**src/rtl/lkd_pkg.sv**
```systemverilog
package lkd_pkg;
   typedef enum logic {
      TMR_IDLE = 1'b0,
      TMR_WAIT = 1'b1
   } tmr_state_e;

   typedef struct packed {
      logic valid;
      logic ok;
   } meas_t;
endpackage

```
**src/rtl/lkd_edge_timer.sv**
```systemverilog
module lkd_edge_timer
   import lkd_pkg::*;
#(
   parameter int TIMEOUT_TICKS = 64,
   parameter int THR_W         = 8
) (
   input  logic             clk,
   input  logic             rst_n,
   input  logic             clr,
   input  logic             ref_edge,
   input  logic             fb_edge,
   input  logic [THR_W-1:0] thr,
   output meas_t            meas
);
   localparam int TW = $clog2(TIMEOUT_TICKS + 1);
   localparam logic [TW-1:0] TO_LAST = TW'(TIMEOUT_TICKS - 1);

   tmr_state_e    state;
   logic          first_ref;
   logic [TW-1:0] cnt;
   logic          other_hit;
   logic          same_hit;

   always_comb begin
      other_hit = first_ref ? fb_edge  : ref_edge;
      same_hit  = first_ref ? ref_edge : fb_edge;
   end

   always_ff @(posedge clk or negedge rst_n) begin
      if (!rst_n) begin
         state     <= TMR_IDLE;
         first_ref <= 1'b0;
         cnt       <= '0;
         meas      <= '0;
      end else if (clr) begin
         state     <= TMR_IDLE;
         cnt       <= '0;
         meas      <= '0;
      end else begin
         meas.valid <= 1'b0;
         case (state)
            TMR_IDLE: begin
               if (ref_edge && fb_edge) begin
                  meas <= '{valid: 1'b1, ok: 1'b1};
               end else if (ref_edge || fb_edge) begin
                  state     <= TMR_WAIT;
                  first_ref <= ref_edge;
                  cnt       <= '0;
               end
            end
            default: begin
               if (other_hit) begin
                  // difference is cnt+1 ticks; qualifies when cnt+1 <= thr
                  meas  <= '{valid: 1'b1, ok: (32'(cnt) < 32'(thr))};
                  state <= TMR_IDLE;
               end else if (same_hit) begin
                  meas <= '{valid: 1'b1, ok: 1'b0};
                  cnt  <= '0;
               end else if (cnt == TO_LAST) begin
                  meas  <= '{valid: 1'b1, ok: 1'b0};
                  state <= TMR_IDLE;
               end else begin
                  cnt <= cnt + 1'b1;
               end
            end
         endcase
      end
   end

   // a pending measurement never runs past the timeout
   a_r7_timeout_bound: assert property (@(posedge clk) disable iff (!rst_n)
      (state == TMR_WAIT) |-> (32'(cnt) < TIMEOUT_TICKS));

   // a repeated first pulse yields a failing result
   a_r8_repeat_fails: assert property (@(posedge clk) disable iff (!rst_n)
      (!clr && state == TMR_WAIT && same_hit && !other_hit) |=> (meas.valid && !meas.ok));
endmodule

```
**src/rtl/lkd_qual_counter.sv**
```systemverilog
module lkd_qual_counter
   import lkd_pkg::*;
#(
   parameter int CNT_LONG  = 40,
   parameter int CNT_SHORT = 5
) (
   input  logic  clk,
   input  logic  rst_n,
   input  logic  clr,
   input  logic  cnt_sel,
   input  logic  win_sel,
   input  meas_t meas,
   output logic  locked
);
   localparam int CNT_MAX = (CNT_LONG > CNT_SHORT) ? CNT_LONG : CNT_SHORT;
   localparam int QW      = $clog2(CNT_MAX + 1);

   logic [QW-1:0] run;
   logic [QW-1:0] run_nxt;
   logic [QW-1:0] target;
   logic [1:0]    sel_q;
   logic          sel_chg;

   always_comb begin
      target  = cnt_sel ? QW'(CNT_SHORT) : QW'(CNT_LONG);
      sel_chg = ({cnt_sel, win_sel} != sel_q);
      run_nxt = (run >= target) ? run : run + 1'b1;
   end

   always_ff @(posedge clk or negedge rst_n) begin
      if (!rst_n) begin
         run    <= '0;
         locked <= 1'b0;
         sel_q  <= 2'b00;
      end else begin
         sel_q <= {cnt_sel, win_sel};
         if (clr || sel_chg) begin
            run    <= '0;
            locked <= 1'b0;
         end else if (meas.valid) begin
            if (meas.ok) begin
               run    <= run_nxt;
               locked <= (run_nxt >= target);
            end else begin
               run    <= '0;
               locked <= 1'b0;
            end
         end
      end
   end

   // lock only rises on the back of a qualifying result
   a_r4_rise_needs_ok: assert property (@(posedge clk) disable iff (!rst_n)
      $rose(locked) |-> $past(meas.valid && meas.ok));

   // a failing result drops lock
   a_r6_fail_drops: assert property (@(posedge clk) disable iff (!rst_n)
      (meas.valid && !meas.ok) |=> !locked);

   // clear holds the detector empty
   a_r9_clear: assert property (@(posedge clk) disable iff (!rst_n)
      clr |=> (!locked && run == '0));

   // select change restarts qualification
   a_r10_sel_change: assert property (@(posedge clk) disable iff (!rst_n)
      sel_chg |=> (!locked && run == '0));
endmodule

```
**src/rtl/pll_lock_detect.sv**
```systemverilog
module pll_lock_detect
   import lkd_pkg::*;
#(
   parameter int CLK_PERIOD_PS = 1000,
   parameter int WIN_WIDE_PS   = 10000,
   parameter int WIN_NARROW_PS = 6000,
   parameter int CNT_LONG      = 40,
   parameter int CNT_SHORT     = 5,
   parameter int TIMEOUT_TICKS = 64
) (
   input  logic clk,
   input  logic rst_n,
   input  logic pwr_dn,
   input  logic cnt_rst,
   input  logic ref_edge,
   input  logic fb_edge,
   input  logic cnt_sel,
   input  logic win_sel,
   output logic locked
);
   localparam int WIDE_TICKS   = WIN_WIDE_PS / CLK_PERIOD_PS;
   localparam int NARROW_TICKS = WIN_NARROW_PS / CLK_PERIOD_PS;
   localparam int THR_W        = $clog2(TIMEOUT_TICKS + 1);

   if (CLK_PERIOD_PS < 1)              $error("CLK_PERIOD_PS must be positive");
   if (NARROW_TICKS < 1)               $error("narrow window under one tick");
   if (WIDE_TICKS >= TIMEOUT_TICKS)    $error("timeout must exceed the wide window");
   if (CNT_LONG < 1 || CNT_SHORT < 1)  $error("run lengths must be at least 1");

   logic [THR_W-1:0] thr_tbl [2];
   for (genvar gi = 0; gi < 2; gi++) begin : g_thr
      assign thr_tbl[gi] = (gi == 0) ? THR_W'(WIDE_TICKS) : THR_W'(NARROW_TICKS);
   end

   logic  clr;
   meas_t meas;

   assign clr = pwr_dn | cnt_rst;

   lkd_edge_timer #(
      .TIMEOUT_TICKS(TIMEOUT_TICKS),
      .THR_W        (THR_W)
   ) u_timer (
      .clk     (clk),
      .rst_n   (rst_n),
      .clr     (clr),
      .ref_edge(ref_edge),
      .fb_edge (fb_edge),
      .thr     (thr_tbl[win_sel]),
      .meas    (meas)
   );

   lkd_qual_counter #(
      .CNT_LONG (CNT_LONG),
      .CNT_SHORT(CNT_SHORT)
   ) u_qual (
      .clk    (clk),
      .rst_n  (rst_n),
      .clr    (clr),
      .cnt_sel(cnt_sel),
      .win_sel(win_sel),
      .meas   (meas),
      .locked (locked)
   );

   // reset leaves lock low
   a_r1_reset_low: assert property (@(posedge clk) disable iff (!rst_n)
      $past(!rst_n) |-> !locked);
endmodule

```
**config.mk**
```make
export PLATFORM = sky130hd
export DESIGN_NAME = pll_lock_detect
export DESIGN_NICKNAME = d
export VERILOG_FILES = /design/src/rtl/lkd_pkg.sv /design/src/rtl/lkd_edge_timer.sv /design/src/rtl/lkd_qual_counter.sv /design/src/rtl/pll_lock_detect.sv
export SDC_FILE = /design/constraint.sdc
export NUM_CORES = 1
export LEC_CHECK = 0
export CAP_MARGIN = 10
export CORE_MARGIN = 2
export CORE_UTILIZATION = 50
export DETAILED_ROUTE_END_ITERATION = 8
export GPL_TIMING_DRIVEN = 1
export PLACE_DENSITY_LB_ADDON = 0.08
export SLEW_MARGIN = 25
export SYNTH_ARGS = -nofsm -noshare
export SYNTH_HDL_FRONTEND = slang
export SYNTH_SLANG_ARGS = --single-unit
```
**constraint.sdc**
```tcl
create_clock -name clk -period 3 [get_ports clk]
set_input_delay 0.75 -clock clk [delete_from_list [all_inputs] [get_ports clk]]
set_output_delay 0.75 -clock clk [all_outputs]
set_load 0.02 [all_outputs]
```
==> results.py <==
metrics = {
    "run_status": {
        "status": "finished, final reports clean",
    },
    "grt": {
        "grt_pass1_vias": 1224,
        "grt_pass1_wl_microns": 5310,
        "track_usage_pct": 21.1,
        "grt-ovfl-total": 0,
        "antenna_found_initial": 0,
        "grt_max_degree": 21,
    },
    "timing": {
        "layout_setup_ws_ns": 0.212,
        "fin_crit_sh_pct": 92.9,
        "drv_slew": 0,
        "tightest_slew_ns": 0.447,
        "finalSetupViolCount": 0,
        "hold_viol_final": 0,
        "clock_skew_ns": 0.00150,
        "period_needed_ns": 2.79,
        "fmax_mhz": 359,
        "rsz0062_at_grt": "no",
        "setup_tns_ns": 0,
        "maxSlewHeadroom_pct": 70.1,
    },
    "route": {
        "dr_total_vias": 1195,
        "drc": 0,
        "avgRoutedWirePerCell_microns": 14.7,
        "drt_iter0_markers": 24,
        "wl_microns": 2970,
        "ant_nets": 0,
        "drt_pass1_iterations": 4,
        "vias_per_cell": 5.92,
    },
    "setup_path": {
        "r2r_cells": 9,
        "reg2reg_slack_ns": 0.35,
        "reg2reg_from": "u_qual.run[3]",
        "crit_type": "primary input to flop",
        "r2r_end": "u_qual.locked",
        "worstPathRequired_ns": 3.19,
        "start_kind": "primary input",
        "arrival_ns": 2.98,
        "crit_path_end_kind": "flop",
        "cp_max_fo": 4,
        "startpoint": "cnt_sel",
    },
    "layout": {
        "area_growth_pct": 22.2,
        "layout.cells.non_filler": 202,
        "fill_cells": 235,
        "fin_nets": 195,
        "fin_util_pct": 63.3,
        "drive_gt1_share_pct": 17.5,
        "final_cell_mix": "20 x dfrtp_1, 14 x nand2_1, 14 x ha_1, 13 x buf_4, 12 x o21ai_0",
        "diodes": 0,
        "mostFrequentLayoutCell": "dfrtp_1",
    },
    "floorplanning": {
        "num_rows": 19,
        "start_util_pct": 51.7,
        "fp.dieW_microns": 56.7,
        "core_area_sq_um": 2690,
        "die_h_microns": 56.7,
        "io_pins": 9,
        "dieArea_sq_um": 3220,
    },
    "yosys": {
        "synth_area_sq_um": 1390,
        "synth_edf_count": 0,
        "ys_ff_latch": 20,
        "async_flop_share_pct": 100,
        "ys_seq_area_share_pct": 36.0,
        "synth.avg_cell_area_sq_um": 9.59,
        "ys.flop_type": "dfrtp_1",
        "netlist_instances": 145,
        "synth.distinct_cells": 45,
        "yosysWarnings": 0,
        "syn_nets": 168,
    },
    "clocking": {
        "cts.sinks": 20,
        "insertion_delay_ns": 0.30,
        "cts_max_path_buffers": 2,
        "cts_buffers": 3,
        "ctsHtreeMaxLevel": 1,
        "holdBufCountCts": 0,
        "path_clk_slew_ns": 0.11,
        "cts-root-buf": "clkbuf_4",
        "cts_tree": "done",
    },
    "job": {
        "max_cap_viol_count": 0,
    },
    "place": {
        "dp.cells": 197,
        "hpwl_microns": 2320,
        "port_buffers": 8,
        "dp_slack_ns": -0.609,
        "place_congestion": 0.862,
    },
    "pwr": {
        "cellLeakagePower_nw": 0.782,
        "totalPowerFinal_w": 0.000520,
        "ir_drop_v": 0.000258,
        "powerDensity_nw_per_um2": 306,
    },
    "hold_path": {
        "hold_depth": 1,
        "hp-class": "flop to flop",
        "min-delay-start": "u_timer.cnt[6]",
        "holdPathEnd": "u_timer.cnt[6]",
    },
}
-- flip-flops by register name (all words and copies together), names as in the netlist --
signal / flops
u_qual.sel_q: 2
u_timer.meas: 2
u_qual.locked: 1
u_timer.first_ref: 1
u_timer.cnt: 7
u_timer.state: 1
u_qual.run: 6
-- power breakdown --
| group | internal (W) | total [W] | switching, W |
|---|---|---|---|
| logic | 0.0000385 | 0.0000797 | 0.0000412 |
| registers | 0.000276 | 0.000283 | 0.00000696 |
| clock network | 0.0000740 | 0.000157 | 0.0000835 |
| total | 0.000388 | 0.000520 | 0.000132 |
-- worst max-delay path: stages --
cell,delay [ns]
clkbuf_2,0.13
ha_1,0.30
or3b_4,0.40
a221oi_4,0.30
xnor2_1,0.15
ha_1,0.24
nand2b_1,0.16
o311a_2,0.33
o2111ai_1,0.12
o211ai_2,0.11
-- Yosys cell counts, drive strengths merged (2+ instances only) --
cell type	n	area (sq um)
o21ai	13	65.1
xor2	2	17.5
inv	8	30.0
nand2b	3	18.8
a2111oi	2	36.3
o22ai	2	12.5
a21o	2	15.0
nand2	14	52.6
xnor2	5	43.8
nor2	10	37.5
o31ai	4	30.0
nand3	6	30.0
o21a	2	15.0
a21oi	6	30.0
and4b	2	23.8
dfrtp	20	500
mux2i	3	30.0
ha	15	188
a31oi	2	12.5
nand4	2	12.5
-- through the flow --
stage | hold WS, ns | area, sq um
2_1_floorplan | 0.454 | 1400
6_report | 0.536 | 1700
4_1_cts | 0.535 | 1690
3_3_place_gp | 0.482 | 1620
3_5_place_dp | 0.513 | 1620
5_1_grt | 0.547 | 1700
-- timing repair --
| item | 4_1_cts | 5_1_grt |
|---|---|---|
| pin swaps | 5 | 5 |
| gates cloned | 0 | 0 |
| buffers inserted | 1 | 0 |
| gates resized for setup | 5 | 4 |
| setup endpoints to repair | 1 | 1 |
-- worst max path at each step --
stage / to / slack, ns / cells past startpoint
2_1_floorplan: u_qual.locked / 0.006 / 9
4_1_cts: u_qual.locked / 0.006 / 12
3_5_place_dp: u_qual.locked / -0.61 / 11
6_report: u_qual.locked / 0.21 / 10
3_3_place_gp: u_qual.locked / -0.59 / 11
5_1_grt: u_qual.locked / 0.06 / 12
-- cells by family after synthesis --
family | Yosys count | synth area share, %
adders and majority gates | 15 | 13.5
xor gates and xnor gates | 7 | 4.41
AOI/OAI and AO/OA | 43 | 22.8
buffers and inverters | 9 | 2.52
and+or+nand+nor | 47 | 17.8
muxes | 4 | 2.97
DFF | 20 | 36.0
-- cell type report --
type                            count  area [sq um]  share of cell area, %
Sequential cell                    20           500                   29.5
Multi-Input combinational cell    116           898                   52.9
Tap cell                           31          38.8                   2.28
Clock buffer                        4          36.3                   2.14
Inverter                            8          30.0                   1.77
Timing Repair Buffer               23           195                   11.5
-- per-layer routing --
layer  track usage, %  vias up  wire length [microns]
met4             11.2        0                     35
li1                 -      595                      -
met1             25.3      581                   1370
met3             2.30        4                     64
met2             36.7       15                   1510
met5                0        -                      0
Power figures use the tool's default switching activity.
